`src/rtl/sbm_pkg.sv`:
```
package sbm_pkg;

    typedef enum logic [2:0] {
        CMD_NOP,
        CMD_ACT,
        CMD_RD,
        CMD_WR,
        CMD_PRE,
        CMD_REF,
        CMD_LMR,
        CMD_BST
    } cmd_e;

    localparam int NUM_ERR     = 5;
    localparam int ERR_RW_IDLE = 0;
    localparam int ERR_ACT_OPEN = 1;
    localparam int ERR_LMR_OPEN = 2;
    localparam int ERR_REF_OPEN = 3;
    localparam int ERR_REF_WIN  = 4;

    typedef struct packed {
        logic       full_page;
        logic [3:0] burst_len;
        logic       cas3;
    } mode_t;

    localparam mode_t MODE_RESET = '{full_page: 1'b0, burst_len: 4'd1, cas3: 1'b0};

    function automatic cmd_e decode_cmd(input logic cs_n, input logic ras_n,
                                        input logic cas_n, input logic we_n);
        cmd_e c;
        if (cs_n) begin
            c = CMD_NOP;
        end else begin
            case ({ras_n, cas_n, we_n})
                3'b011:  c = CMD_ACT;
                3'b101:  c = CMD_RD;
                3'b100:  c = CMD_WR;
                3'b010:  c = CMD_PRE;
                3'b001:  c = CMD_REF;
                3'b000:  c = CMD_LMR;
                3'b110:  c = CMD_BST;
                default: c = CMD_NOP;
            endcase
        end
        return c;
    endfunction

    function automatic mode_t decode_mode(input logic [2:0] len_code, input logic [2:0] lat_code);
        mode_t m;
        m.full_page = 1'b0;
        m.cas3      = (lat_code != 3'd2);
        case (len_code)
            3'd0:    m.burst_len = 4'd1;
            3'd1:    m.burst_len = 4'd2;
            3'd2:    m.burst_len = 4'd4;
            3'd3:    m.burst_len = 4'd8;
            3'd7: begin
                m.burst_len = 4'd1;
                m.full_page = 1'b1;
            end
            default: m.burst_len = 4'd1;
        endcase
        return m;
    endfunction

endpackage

```
`src/rtl/sbm_cmd_decode.sv`:
```
module sbm_cmd_decode
    import sbm_pkg::*;
(
    input  logic cs_n,
    input  logic ras_n,
    input  logic cas_n,
    input  logic we_n,
    output cmd_e cmd
);
    always_comb begin
        cmd = decode_cmd(cs_n, ras_n, cas_n, we_n);
    end
endmodule

```
`src/rtl/sbm_bank_table.sv`:
```
module sbm_bank_table #(
    parameter int NUM_BANKS = 4,
    parameter int ROW_W     = 12,
    localparam int BA_W     = $clog2(NUM_BANKS)
) (
    input  logic                       clk,
    input  logic                       rst,
    input  logic                       act_v,
    input  logic                       pre_v,
    input  logic                       pre_all,
    input  logic [BA_W-1:0]            cmd_bank,
    input  logic [ROW_W-1:0]           row_in,
    input  logic                       close_a_v,
    input  logic [BA_W-1:0]            close_a_bank,
    input  logic                       close_b_v,
    input  logic [BA_W-1:0]            close_b_bank,
    output logic [NUM_BANKS-1:0]       bank_open_q,
    output logic [NUM_BANKS*ROW_W-1:0] rows_q
);
    for (genvar b = 0; b < NUM_BANKS; b++) begin : g_bank
        logic hit_cmd;
        logic hit_close;
        always_comb begin
            hit_cmd   = (cmd_bank == BA_W'(b));
            hit_close = (close_a_v && close_a_bank == BA_W'(b)) ||
                        (close_b_v && close_b_bank == BA_W'(b)) ||
                        (pre_v && (pre_all || hit_cmd));
        end
        always_ff @(posedge clk) begin
            if (rst) begin
                bank_open_q[b]              <= 1'b0;
                rows_q[b*ROW_W +: ROW_W]    <= '0;
            end else begin
                if (hit_close) bank_open_q[b] <= 1'b0;
                if (act_v && hit_cmd) begin
                    bank_open_q[b]           <= 1'b1;
                    rows_q[b*ROW_W +: ROW_W] <= row_in;
                end
            end
        end
    end

    // an activate leaves its bank open on the next cycle
    a_r1_act_opens: assert property (@(posedge clk) disable iff (rst)
        act_v |=> bank_open_q[$past(cmd_bank)]);

    // a precharge of all banks leaves none open
    a_r3_pre_all_closes: assert property (@(posedge clk) disable iff (rst)
        (pre_v && pre_all) |=> (bank_open_q == '0));
endmodule

```
`src/rtl/sbm_burst_track.sv`:
```
module sbm_burst_track
    import sbm_pkg::*;
#(
    parameter int NUM_BANKS = 4,
    parameter int LANES     = 4,
    localparam int BA_W     = $clog2(NUM_BANKS)
) (
    input  logic             clk,
    input  logic             rst,
    input  logic             rw_v,
    input  logic             rw_read,
    input  logic             rw_ap,
    input  logic [BA_W-1:0]  rw_bank,
    input  logic             bst_v,
    input  mode_t            mode,
    input  logic [LANES-1:0] dqm,
    output logic             close_old_v,
    output logic [BA_W-1:0]  close_old_bank,
    output logic             close_now_v,
    output logic [BA_W-1:0]  close_now_bank,
    output logic [LANES-1:0] oe_mask
);
    logic            busy, is_rd, fp, ap_pend;
    logic [3:0]      left;
    logic [BA_W-1:0] ap_bank;
    logic            beat_now;
    logic [2:0]      pipe;
    logic [LANES-1:0] dqm_d1, dqm_d2;
    logic            data_phase;

    always_comb begin
        close_old_bank = ap_bank;
        close_old_v    = 1'b0;
        if (rw_v || bst_v) close_old_v = ap_pend;
        else if (busy && !fp && left == 4'd1) close_old_v = ap_pend;
        close_now_bank = rw_bank;
        close_now_v    = rw_v && rw_ap && !mode.full_page && mode.burst_len == 4'd1;
        beat_now       = rw_v ? rw_read : (busy && is_rd && !bst_v);
    end

    always_ff @(posedge clk) begin
        if (rst) begin
            busy    <= 1'b0;
            is_rd   <= 1'b0;
            fp      <= 1'b0;
            ap_pend <= 1'b0;
            left    <= '0;
            ap_bank <= '0;
        end else if (rw_v) begin
            is_rd   <= rw_read;
            fp      <= mode.full_page;
            busy    <= mode.full_page || mode.burst_len != 4'd1;
            left    <= mode.burst_len - 4'd1;
            ap_pend <= rw_ap && (mode.full_page || mode.burst_len != 4'd1);
            ap_bank <= rw_bank;
        end else if (bst_v) begin
            busy    <= 1'b0;
            ap_pend <= 1'b0;
        end else if (busy && !fp) begin
            if (left == 4'd1) begin
                busy    <= 1'b0;
                ap_pend <= 1'b0;
            end else begin
                left <= left - 4'd1;
            end
        end
    end

    always_ff @(posedge clk) begin
        if (rst) begin
            pipe   <= '0;
            dqm_d1 <= '0;
            dqm_d2 <= '0;
        end else begin
            pipe   <= {pipe[1:0], beat_now};
            dqm_d1 <= dqm;
            dqm_d2 <= dqm_d1;
        end
    end

    always_comb begin
        data_phase = mode.cas3 ? pipe[2] : pipe[1];
        oe_mask    = {LANES{data_phase}} & ~dqm_d2;
    end

    // a lane masked two cycles ago is never predicted driven
    a_r8_masked_lane: assert property (@(posedge clk) disable iff (rst)
        ((oe_mask & $past(dqm, 2)) == '0));

    // a burst stop with no new access leaves no burst running
    a_r9_bst_stops: assert property (@(posedge clk) disable iff (rst)
        (bst_v && !rw_v) |=> !busy);
endmodule

```
`src/rtl/sdram_bank_monitor.sv`:
```
module sdram_bank_monitor
    import sbm_pkg::*;
#(
    parameter int NUM_BANKS = 4,
    parameter int ROW_W     = 12,
    parameter int LANES     = 4,
    parameter int TRC_CYC   = 8,
    localparam int BA_W     = $clog2(NUM_BANKS),
    localparam int TRC_W    = $clog2(TRC_CYC + 1)
) (
    input  logic                       clk,
    input  logic                       rst,
    input  logic                       err_clr,
    input  logic                       cs_n,
    input  logic                       ras_n,
    input  logic                       cas_n,
    input  logic                       we_n,
    input  logic [BA_W-1:0]            ba,
    input  logic [ROW_W-1:0]           addr,
    input  logic [LANES-1:0]           dqm,
    output logic [NUM_BANKS-1:0]       bank_open,
    output logic [NUM_BANKS*ROW_W-1:0] open_rows,
    output logic [NUM_ERR-1:0]         err_flags,
    output logic [LANES-1:0]           rd_oe_mask
);
    cmd_e             cmd;
    mode_t            mode_q;
    logic [TRC_W-1:0] trc_cnt;
    logic [NUM_ERR-1:0] err_q, err_new;
    logic             any_open, rw_v, bst_v, act_v, pre_v;
    logic             c_old_v, c_now_v;
    logic [BA_W-1:0]  c_old_bank, c_now_bank;

    sbm_cmd_decode u_dec (
        .cs_n(cs_n), .ras_n(ras_n), .cas_n(cas_n), .we_n(we_n), .cmd(cmd)
    );

    always_comb begin
        any_open = |bank_open;
        rw_v     = (cmd == CMD_RD) || (cmd == CMD_WR);
        bst_v    = (cmd == CMD_BST);
        act_v    = (cmd == CMD_ACT);
        pre_v    = (cmd == CMD_PRE);
        err_new                = '0;
        err_new[ERR_RW_IDLE]   = rw_v && !bank_open[ba];
        err_new[ERR_ACT_OPEN]  = act_v && bank_open[ba];
        err_new[ERR_LMR_OPEN]  = (cmd == CMD_LMR) && any_open;
        err_new[ERR_REF_OPEN]  = (cmd == CMD_REF) && any_open;
        err_new[ERR_REF_WIN]   = (trc_cnt != '0) && (cmd != CMD_NOP);
    end

    sbm_bank_table #(.NUM_BANKS(NUM_BANKS), .ROW_W(ROW_W)) u_banks (
        .clk(clk), .rst(rst),
        .act_v(act_v), .pre_v(pre_v), .pre_all(addr[10]),
        .cmd_bank(ba), .row_in(addr),
        .close_a_v(c_old_v), .close_a_bank(c_old_bank),
        .close_b_v(c_now_v), .close_b_bank(c_now_bank),
        .bank_open_q(bank_open), .rows_q(open_rows)
    );

    sbm_burst_track #(.NUM_BANKS(NUM_BANKS), .LANES(LANES)) u_burst (
        .clk(clk), .rst(rst),
        .rw_v(rw_v), .rw_read(cmd == CMD_RD), .rw_ap(addr[10]), .rw_bank(ba),
        .bst_v(bst_v), .mode(mode_q), .dqm(dqm),
        .close_old_v(c_old_v), .close_old_bank(c_old_bank),
        .close_now_v(c_now_v), .close_now_bank(c_now_bank),
        .oe_mask(rd_oe_mask)
    );

    always_ff @(posedge clk) begin
        if (rst) begin
            mode_q  <= MODE_RESET;
            trc_cnt <= '0;
            err_q   <= '0;
        end else begin
            if (cmd == CMD_LMR && !any_open) mode_q <= decode_mode(addr[2:0], addr[6:4]);
            if (cmd == CMD_REF)       trc_cnt <= TRC_W'(TRC_CYC - 1);
            else if (trc_cnt != '0)   trc_cnt <= trc_cnt - 1'b1;
            err_q <= err_clr ? '0 : (err_q | err_new);
        end
    end

    assign err_flags = err_q;

    // without a clear, no error bit ever falls
    a_r7_sticky: assert property (@(posedge clk) disable iff (rst)
        !err_clr |=> ((err_q & $past(err_q)) == $past(err_q)));

    // a refresh always opens the guarded window
    a_r6_trc_window: assert property (@(posedge clk) disable iff (rst)
        (cmd == CMD_REF) |=> (trc_cnt != '0));

    // a rejected mode load leaves the mode unchanged
    a_r5_lmr_rejected: assert property (@(posedge clk) disable iff (rst)
        (cmd == CMD_LMR && any_open) |=> $stable(mode_q));
endmodule

```
`config.mk`:
```
export PLATFORM = sky130hd
export DESIGN_NAME = sdram_bank_monitor
export DESIGN_NICKNAME = d
export VERILOG_FILES = /design/src/rtl/sbm_pkg.sv /design/src/rtl/sbm_cmd_decode.sv /design/src/rtl/sbm_bank_table.sv /design/src/rtl/sbm_burst_track.sv /design/src/rtl/sdram_bank_monitor.sv
export SDC_FILE = /design/constraint.sdc
export NUM_CORES = 1
export LEC_CHECK = 0
export ABC_AREA = 1
export BUFFER_PORTS_ARGS = -buffer_cell sky130_fd_sc_hd__clkbuf_2
export CAP_MARGIN = 15
export CORE_MARGIN = 2
export CORE_UTILIZATION = 58
export DETAILED_ROUTE_END_ITERATION = 8
export PLACE_DENSITY = 0.92
export SETUP_SLACK_MARGIN = 0.5
export SLEW_MARGIN = 15
export SYNTH_ARGS = -nofsm -noshare
export SYNTH_HDL_FRONTEND = slang
export SYNTH_HIERARCHICAL = 1
export SYNTH_SLANG_ARGS = --single-unit
```
`constraint.sdc`:
```
create_clock -name clk -period 3.5 [get_ports clk]
set_input_delay 0.175 -clock clk [delete_from_list [all_inputs] [get_ports clk]]
set_output_delay 0.175 -clock clk [all_outputs]
set_load 0.02 [all_outputs]
```
Word level (Yosys, flattened, before mapping)
Cells that the tools add are included. W data, S select, Z words.

Eq/ne operators: 29. $add $sub $neg: 3. Mux-type cells: 29. Reductions and logical operators: 68. Bitwise logic cells: 3. Magnitude comparators: 1.

Operators with widths (count): $logic_and A1 B1 Y1 (30); $eq A3 B3 Y1 const B (8); $pmux W3 S7 (1); $mux W1 (19); $eq A3 B2 Y1 const B (6); $mux W4 (4); $logic_or A1 B1 Y1 (15); $pmux W4 S3 (1); $reduce_bool A2 Y1 (6); $sub A4 B1 Y4 const B (3); $eq A3 B1 Y1 const B (3); $mux W3 (3); $reduce_bool A3 Y1 (3); $eq A2 B2 Y1 const B (4); $eq A4 B1 Y1 const B (2); $logic_not A1 Y1 (5); $or A5 B5 Y5 (1); $and A4 B4 Y4 (1); $eq A2 B1 Y1 const B (2); $logic_not A2 Y1 (2); $ne A2 B1 Y1 const B (2); $ne A4 B1 Y1 const B (1); $not A4 Y4 (1); $reduce_bool A4 Y1 (1); 8 further kinds (9).

Logic and storage cells: 156. Register bits after elaboration: 88. Input bits: 25. Output and inout port bits: 61.

Longest topological paths before layout
Gate-level depths: netlist (run 1).

Depth after elaboration: 13. Gate-level depth with buffers: 13. Mapped depth without buffers: 12.

Hierarchy
Netlist (run 1), hierarchy kept.

Modules (own cells, without submodules): sbm_bank_table (instances 1, cells each 263, area an instance 2030.7 um^2, sequential area each 1041.0 um^2); sbm_burst_track (instances 1, cells each 134, area an instance 942.2 um^2, sequential area each 420.4 um^2); sdram_bank_monitor (instances 1, cells each 108, area an instance 778.2 um^2, sequential area each 300.3 um^2); sbm_cmd_decode (instances 1, cells each 13, area an instance 48.8 um^2, sequential area each 0.0 um^2).

Worst setup path after synthesis (run 1)
OpenSTA, ideal clock, no wires.

Path kind: input-to-reg. Start point: input port cs_n. End point: register u_banks.bank_open_q[2]. Stages on the path: 13. Buffers on the path: 1. Setup slack: 1728 ps. Arrival time: 1639 ps. Required time: 3368 ps. Path through: inv_1 nand2_1 nor2_1 inv_2 nor2_2 buf_4 nand2_1 nor2_1 nand2_1 nor2_1 nor2_1 nand2_1 a21oi_1.

Longest elaborated chain between the ends: 10. Elaborated cells between the ends (all ways): 20.

Ends and longest elaborated chain: start, declared (line sdram_bank_monitor.sv:14) `input logic cs_n,`; $mux W3 (*) (line sbm_pkg.sv:32) `if (cs_n) begin`; net cmd[1] (line sdram_bank_monitor.sv:26) `cmd_e cmd;`; $eq A3 B2 Y1 (line sdram_bank_monitor.sv:40) `rw_v = (cmd == CMD_RD) || (cmd == CMD_WR);`; $logic_or A1 B1 Y1 (*) (line sdram_bank_monitor.sv:40); net rw_v (line sdram_bank_monitor.sv:30) `logic any_open, rw_v, bst_v, act_v, pre_v;`; $logic_and A1 B1 Y1 (*) (3 in a row) (line sbm_burst_track.sv:37) `close_now_v = rw_v && rw_ap && !mode.full_page && mode.burst_len == 4'd1;`; net c_now_v (line sdram_bank_monitor.sv:31) `logic c_old_v, c_now_v;`; $logic_and A1 B1 Y1 (*) (line sbm_bank_table.sv:26) `(close_b_v && close_b_bank == BA_W'(b)) ||`; $logic_or A1 B1 Y1 (*) (line sbm_bank_table.sv:25) `hit_close = (close_a_v && close_a_bank == BA_W'(b)) ||`; $logic_or A1 B1 Y1 (*) (line sbm_bank_table.sv:26); $reduce_bool A2 Y1 (no source line) (*); end signal, assigned by index (line sbm_bank_table.sv:31) `bank_open_q[b] <= 1'b0;`; end signal, assigned by index (line sbm_bank_table.sv:34) `if (hit_close) bank_open_q[b] <= 1'b0;`; end signal, assigned by index (line sbm_bank_table.sv:36) `bank_open_q[b] <= 1'b1;`; end, declared (line sbm_bank_table.sv:17) `output logic [NUM_BANKS-1:0] bank_open_q,`.

The timed path passes the listed nets; every way through them passes the cells marked *. A chain may end at the register's enable or synchronous reset.

Worst setup path in the final report (run 1)
Start point: input port cas_n. End point: register u_banks.bank_open_q[1].

Elaborated cells between the ends (all ways): 28.

RTL lines: start, declared (line sdram_bank_monitor.sv:16) `input logic cas_n,`; $eq A3 B3 Y1, or another cell as far along (line sbm_pkg.sv:35) `case ({ras_n, cas_n, we_n})`; $pmux W3 S7 (*) (line sbm_pkg.sv:35); $mux W3 (*) (line sbm_pkg.sv:32); net cmd[1] (line sdram_bank_monitor.sv:26); $eq A3 B2 Y1 (line sdram_bank_monitor.sv:40); $logic_or A1 B1 Y1 (*) (line sdram_bank_monitor.sv:40); net rw_v (line sdram_bank_monitor.sv:30); $logic_or A1 B1 Y1 (*) (line sbm_burst_track.sv:34) `if (rw_v || bst_v) close_old_v = ap_pend;`; $mux W1 (*) (line sbm_burst_track.sv:34); net c_old_v (line sdram_bank_monitor.sv:31); $logic_and A1 B1 Y1 (*) (line sbm_bank_table.sv:25); $logic_or A1 B1 Y1 (*) (line sbm_bank_table.sv:25); $logic_or A1 B1 Y1 (*) (line sbm_bank_table.sv:26); $reduce_bool A2 Y1 (no source line) (*).

Marked as above.

==> results of run 1 <==
[final cells by class]
type | count | area share (%)
multi-input combinational | 353 | 38.6
clock inverter | 5 | 0.940
sequential | 88 | 40.1
inverter | 52 | 4.44
timing repair buffer | 89 | 10.5
clock buffer | 11 | 3.22
tap | 77 | 2.19
[what timing repair did]
item | 4_1_cts | 5_1_grt
hold buffers | 0 | 2
gates resized for setup | 0 | 0
hold endpoints to repair | 0 | 2
[per-layer routing]
layer | up-vias | GRT usage (%) | share of wire [%]
li1 | 1826 | - | -
met1 | 1737 | 33.0 | 40
met2 | 221 | 43.7 | 49
met3 | 33 | 7.59 | 8.7
met4 | 0 | 9.67 | 2.7
met5 | - | 0 | 0
[kinds of logic after synthesis]
family / Yosys count / share of synthesized area (%)
adder cells (fa/ha/maj): 6 / 1.98
flip-flops: 88 / 46.4
AND/OR/NAND/NOR: 255 / 29.9
buffers and inverters: 77 / 9.19
multiplexers: 1 / 0.263
XOR/XNOR: 2 / 0.461
AO/OA/AOI/OAI: 89 / 11.9
[synth_stat cells, drive strengths merged]
library cell,n,area [sq um]
inv,52,195
or2,2,12.5
ha,6,75.1
o21ai,17,85.1
dfxtp,88,1760
nand3,48,258
nor3,6,35.0
nand2,114,440
mux2i,1,10.0
nor3b,1,7.51
a31oi,1,6.26
nand3b,1,7.51
nor2,68,282
clkbuf,7,26.3
buf,18,128
xnor2,2,17.5
nand4,15,93.8
a21oi,71,359
[metrics by stage]
stage                     hold WS (ps)  area [sq um]
after floorplan                    244          3800
after global placement             377          4190
after detailed placement           374          4190
after CTS                       0.0906          4370
after global routing              8.49          4390
final                             4.21          4390
[report_power, final]
part,total [mW],internal [mW],switching (mW)
clock,0.658,0.283,0.375
sequential,1.09,1.05,0.0344
combinational,0.361,0.127,0.235
[sequential cells by signal (all words and copies together) (netlist names)]
signal / count
u_burst/is_rd: 1
u_banks/rows_q: 48
u_burst/busy: 1
u_burst/dqm_d2: 4
u_banks/bank_open_q: 4
u_burst/pipe: 3
u_burst/close_old_bank: 2
u_burst/ap_pend: 1
u_burst/fp: 1
u_burst/left: 4
trc_cnt: 4
u_burst/dqm_d1: 4
mode_q: 6
err_flags: 5
[path summary, 6_finish.rpt]
path	end	slack (ps)	cells past startpoint
max	u_banks/bank_open_q[1]	1290	13
min	u_burst/dqm_d1[3]	4	3
max reg2reg	u_banks/bank_open_q[1]	1740	11
min reg2reg	u_burst/dqm_d2[1]	410	2
[worst max-delay path, cell delays in order]
cell	delay [ps]
clkbuf_2	100
nand2_1	80
nand2_1	80
nor2_1	400
inv_2	130
nor2_2	500
nor2_1	160
a21oi_1	320
nand2_1	120
nor2_1	120
nor2_1	60
nand3_1	90
a21oi_1	80
==> reports/qor.yml, run 1 <==
outcome: "finished clean"
tightest_slew_ps: 925
cts-htree-levels: 3
p_leak_nw: 1.87
ant_nets: 0
worstHoldPathType: "input port to register"
area.sequential_sq_mm: 0.00176
track_usage_pct: 26.4
post_cts_buffers: 0
io_buffers: 85
num_vias: 3817
critPathKind: "input port to register"
ys_seq_area_share_pct: 46.4
core_sq_mm: 0.00635
cts_tree: "yes"
synth-seq-cells: 88
finalSetupViolations: 0
timing.final.crit_share_pct: 63.2
crit_start: "cas_n"
rsz0062_at_grt: "false"
antenna_found_initial: 0
syn_nets: 549
avgViaCountPerCell: 5.65
grt_max_degree: 49
grt_pass1_vias: 3445
numCtsBuffers: 9
drv_slew: 0
multi_input_area_sq_mm: 0.00170
relSlewSlack_pct: 38.4
drc: 0
layout_commonest_cell: "nand2_1"
syn-cell-area_sq_mm: 0.00380
crit_fanout: 16
clock_path_buffers: 2
cp-end-kind: "register"
grt_overflow_total: 0
powerDensity_mw_per_mm2: 479
max_freq_mhz: 452
start_util_pct: 59.8
nets: 624
num_antenna_cells: 0
fin_util_pct: 69.2
dpl_worst_slack_ps: 1050
fin_cells: 675
p_total_mw: 2.10
dp_hpwl_microns: 6680
gp_congestion: 0.826
wirelength_microns: 9700
clkTransAtPathRegs_ps: 90
drt_iter0_drc: 321
fillerInstances: 472
fp.dieArea_sq_mm: 0.00721
period_needed_ps: 2210
drv_cap: 0
avgSynthCellArea_sq_um: 7.34
ir_worst_vdd_uv: 304
tns_ps: 0
ios: 86
r2r-start: "u_burst/left[1]"
rows: 29
yosysWarnings: 6
dr.pass1.iters: 5
final_cell_mix: "nand2_1, dfxtp_1, clkbuf_2, a21oi_1, nor2_1"
dieHeight_microns: 84.9
fin_ws_ps: 1290
cp_data_arrival_time_ps: 2440
die_x_microns: 84.9
root_buffer: "clkbuf_8"
synthCells: 518
ys_types: 31
routedWlPerCell_microns: 14.4
synthToLayoutAreaGrowth_pct: 15.6
dp.cells: 657
cts.sinks: 88
clock_latency_ps: 360
hold_viol_final: 0
start_kind: "input port"
grt_pass1_wl_microns: 15500
final_layout_size_suffix_gt1_share_pct: 20.2
fin_skew_ps: 11.1
cp.required_ps: 3730
holdCritStartpoint: "dqm[3]"
Power figures use the tool's default switching activity.
==> run 2: changes to the inputs <==
- CORE_UTILIZATION: 58 -> 48
- PLACE_DENSITY: 0.92 -> 0.82
- clock period: 3.5 -> 1.8 ns (I/O delays scaled with it)
==> reports/qor.yml, run 2 (synthesized netlist as in run 1, its figures left out) <==
drt_iter0_drc: 191
fin_ws_ps: 354
cp-end-kind: "register"
final_cell_mix: "nand2_1, dfxtp_1, clkbuf_2, a21oi_1, nor2_1"
fin_skew_ps: 8.41
drc: 0
clock_path_buffers: 2
top_register: "u_banks/rows_q"
worstHoldPathType: "input port to register"
p_total_mw: 4.41
timing.final.crit_share_pct: 80.4
clock_latency_ps: 370
drv_slew: 0
tightest_slew_ps: 482
p_leak_nw: 2.11
start_kind: "register"
cts_tree: "yes"
relSlewSlack_pct: 67.8
wirelength_microns: 10100
numCtsBuffers: 9
dp_hpwl_microns: 6600
crit_fanout: 3
clkTransAtPathRegs_ps: 90
track_usage_pct: 23.1
antenna_found_initial: 0
cp_data_arrival_time_ps: 1710
hold_viol_final: 0
grt_use_met2_pct: 38.0
layout_commonest_cell: "nand2_1"
synthToLayoutAreaGrowth_pct: 29.4
largest_register_ffs: 48
grt.busiest_layer: "met2"
use_met1_pct: 29.2
start_util_pct: 49.4
core_sq_mm: 0.00769
grt_util_met3_pct: 4.75
outcome: "finished clean"
rows: 32
cts.sinks: 88
ios: 86
fp.dieArea_sq_mm: 0.00864
routedWlPerCell_microns: 13.9
dieHeight_microns: 93.0
holdWs_ps: 22.4
avgViaCountPerCell: 5.16
nets: 653
grt_pass1_wl_microns: 16000
drv_cap: 0
die_x_microns: 93.0
rsz0062_at_grt: "true"
grt_max_degree: 59
critPathKind: "register to register"
cts-htree-levels: 3
cp.required_ps: 2060
num_antenna_cells: 0
post_dp_cell_area_sq_mm: 0.00436
num_vias: 3762
io_buffers: 85
tns_ps: 0
root_buffer: "clkbuf_8"
fin_cells: 729
gp_congestion: 0.846
max_freq_mhz: 691
stdcell_area_sq_mm: 0.00492
fin_util_pct: 63.9
finalSetupViolations: 0
powerDensity_mw_per_mm2: 898
period_needed_ps: 1450
grt_pass1_vias: 3462
grt_overflow_total: 0
dr.pass1.iters: 5
final_layout_size_suffix_gt1_share_pct: 30.1
dpl_worst_slack_ps: 77.5
ant_nets: 0
ir_worst_vdd_uv: 455
dp.cells: 690
-- run 2: changes by cell type in the layout (fill, tap and decap cells not counted), sizes merged, moves of 2 or more --
cell         previous run  this run
buf                     2        29
clkbuf                 96        91
clkinv                  2         0
dlygate4sd3             2         6
inv                    53        57
-- run 2: metal layers --
| layer | vias up | share of wire (%) |
|---|---|---|
| met1 | 1733 | 45 |
| met4 | 0 | 2.2 |
| li1 | 1884 | - |
| met3 | 19 | 5.8 |
| met5 | - | 0 |
| met2 | 126 | 47 |
-- run 2: area by class of cell --
type / count / area [sq um]
Clock buffer: 9 / 124
Tap cell: 102 / 128
Sequential cell: 88 / 1770
Clock inverter: 7 / 83.8
Fill cell: 682 / 2770
Inverter: 52 / 198
Multi-Input combinational cell: 354 / 1890
Timing Repair Buffer: 117 / 723
-- run 2: final timing paths --
| kind | slack (ps) | endpoint | start | depth (start not counted) |
|---|---|---|---|---|
| setup / recovery | 350 | u_banks/bank_open_q[2] | u_burst/left[1] | 11 |
| setup reg to reg | 350 | u_banks/bank_open_q[2] | u_burst/left[1] | 11 |
| hold / removal | 20 | u_banks/rows_q[9] | addr[9] | 3 |
| hold reg to reg | 410 | u_burst/dqm_d2[3] | u_burst/dqm_d1[3] | 2 |
-- run 2: worst max-delay path, cell delays in order, from the launching register on --
cell,delay [ps]
dfxtp_2,340
inv_2,70
ha_4,150
nand2_4,50
nor2_4,100
nand2_4,70
a21oi_4,190
nand3_1,110
nand2_1,80
nor2_1,50
nand2_1,60
a21oi_1,50
-- run 2: repair_timing --
action,4_1_cts,5_1_grt
hold buffers,6,0
buffers inserted,4,11
endpoints found under the hold margin,6,0
setup endpoints to repair,8,43
pin swaps,8,17
resized for setup,11,43
cloned,0,2
-- run 2: where the power goes --
| group | total (mW) | internal [mW] | switching [mW] |
|---|---|---|---|
| Combinational | 0.836 | 0.335 | 0.501 |
| Sequential | 2.12 | 2.05 | 0.0723 |
| Clock | 1.46 | 0.671 | 0.787 |
| Total | 4.41 | 3.05 | 1.36 |
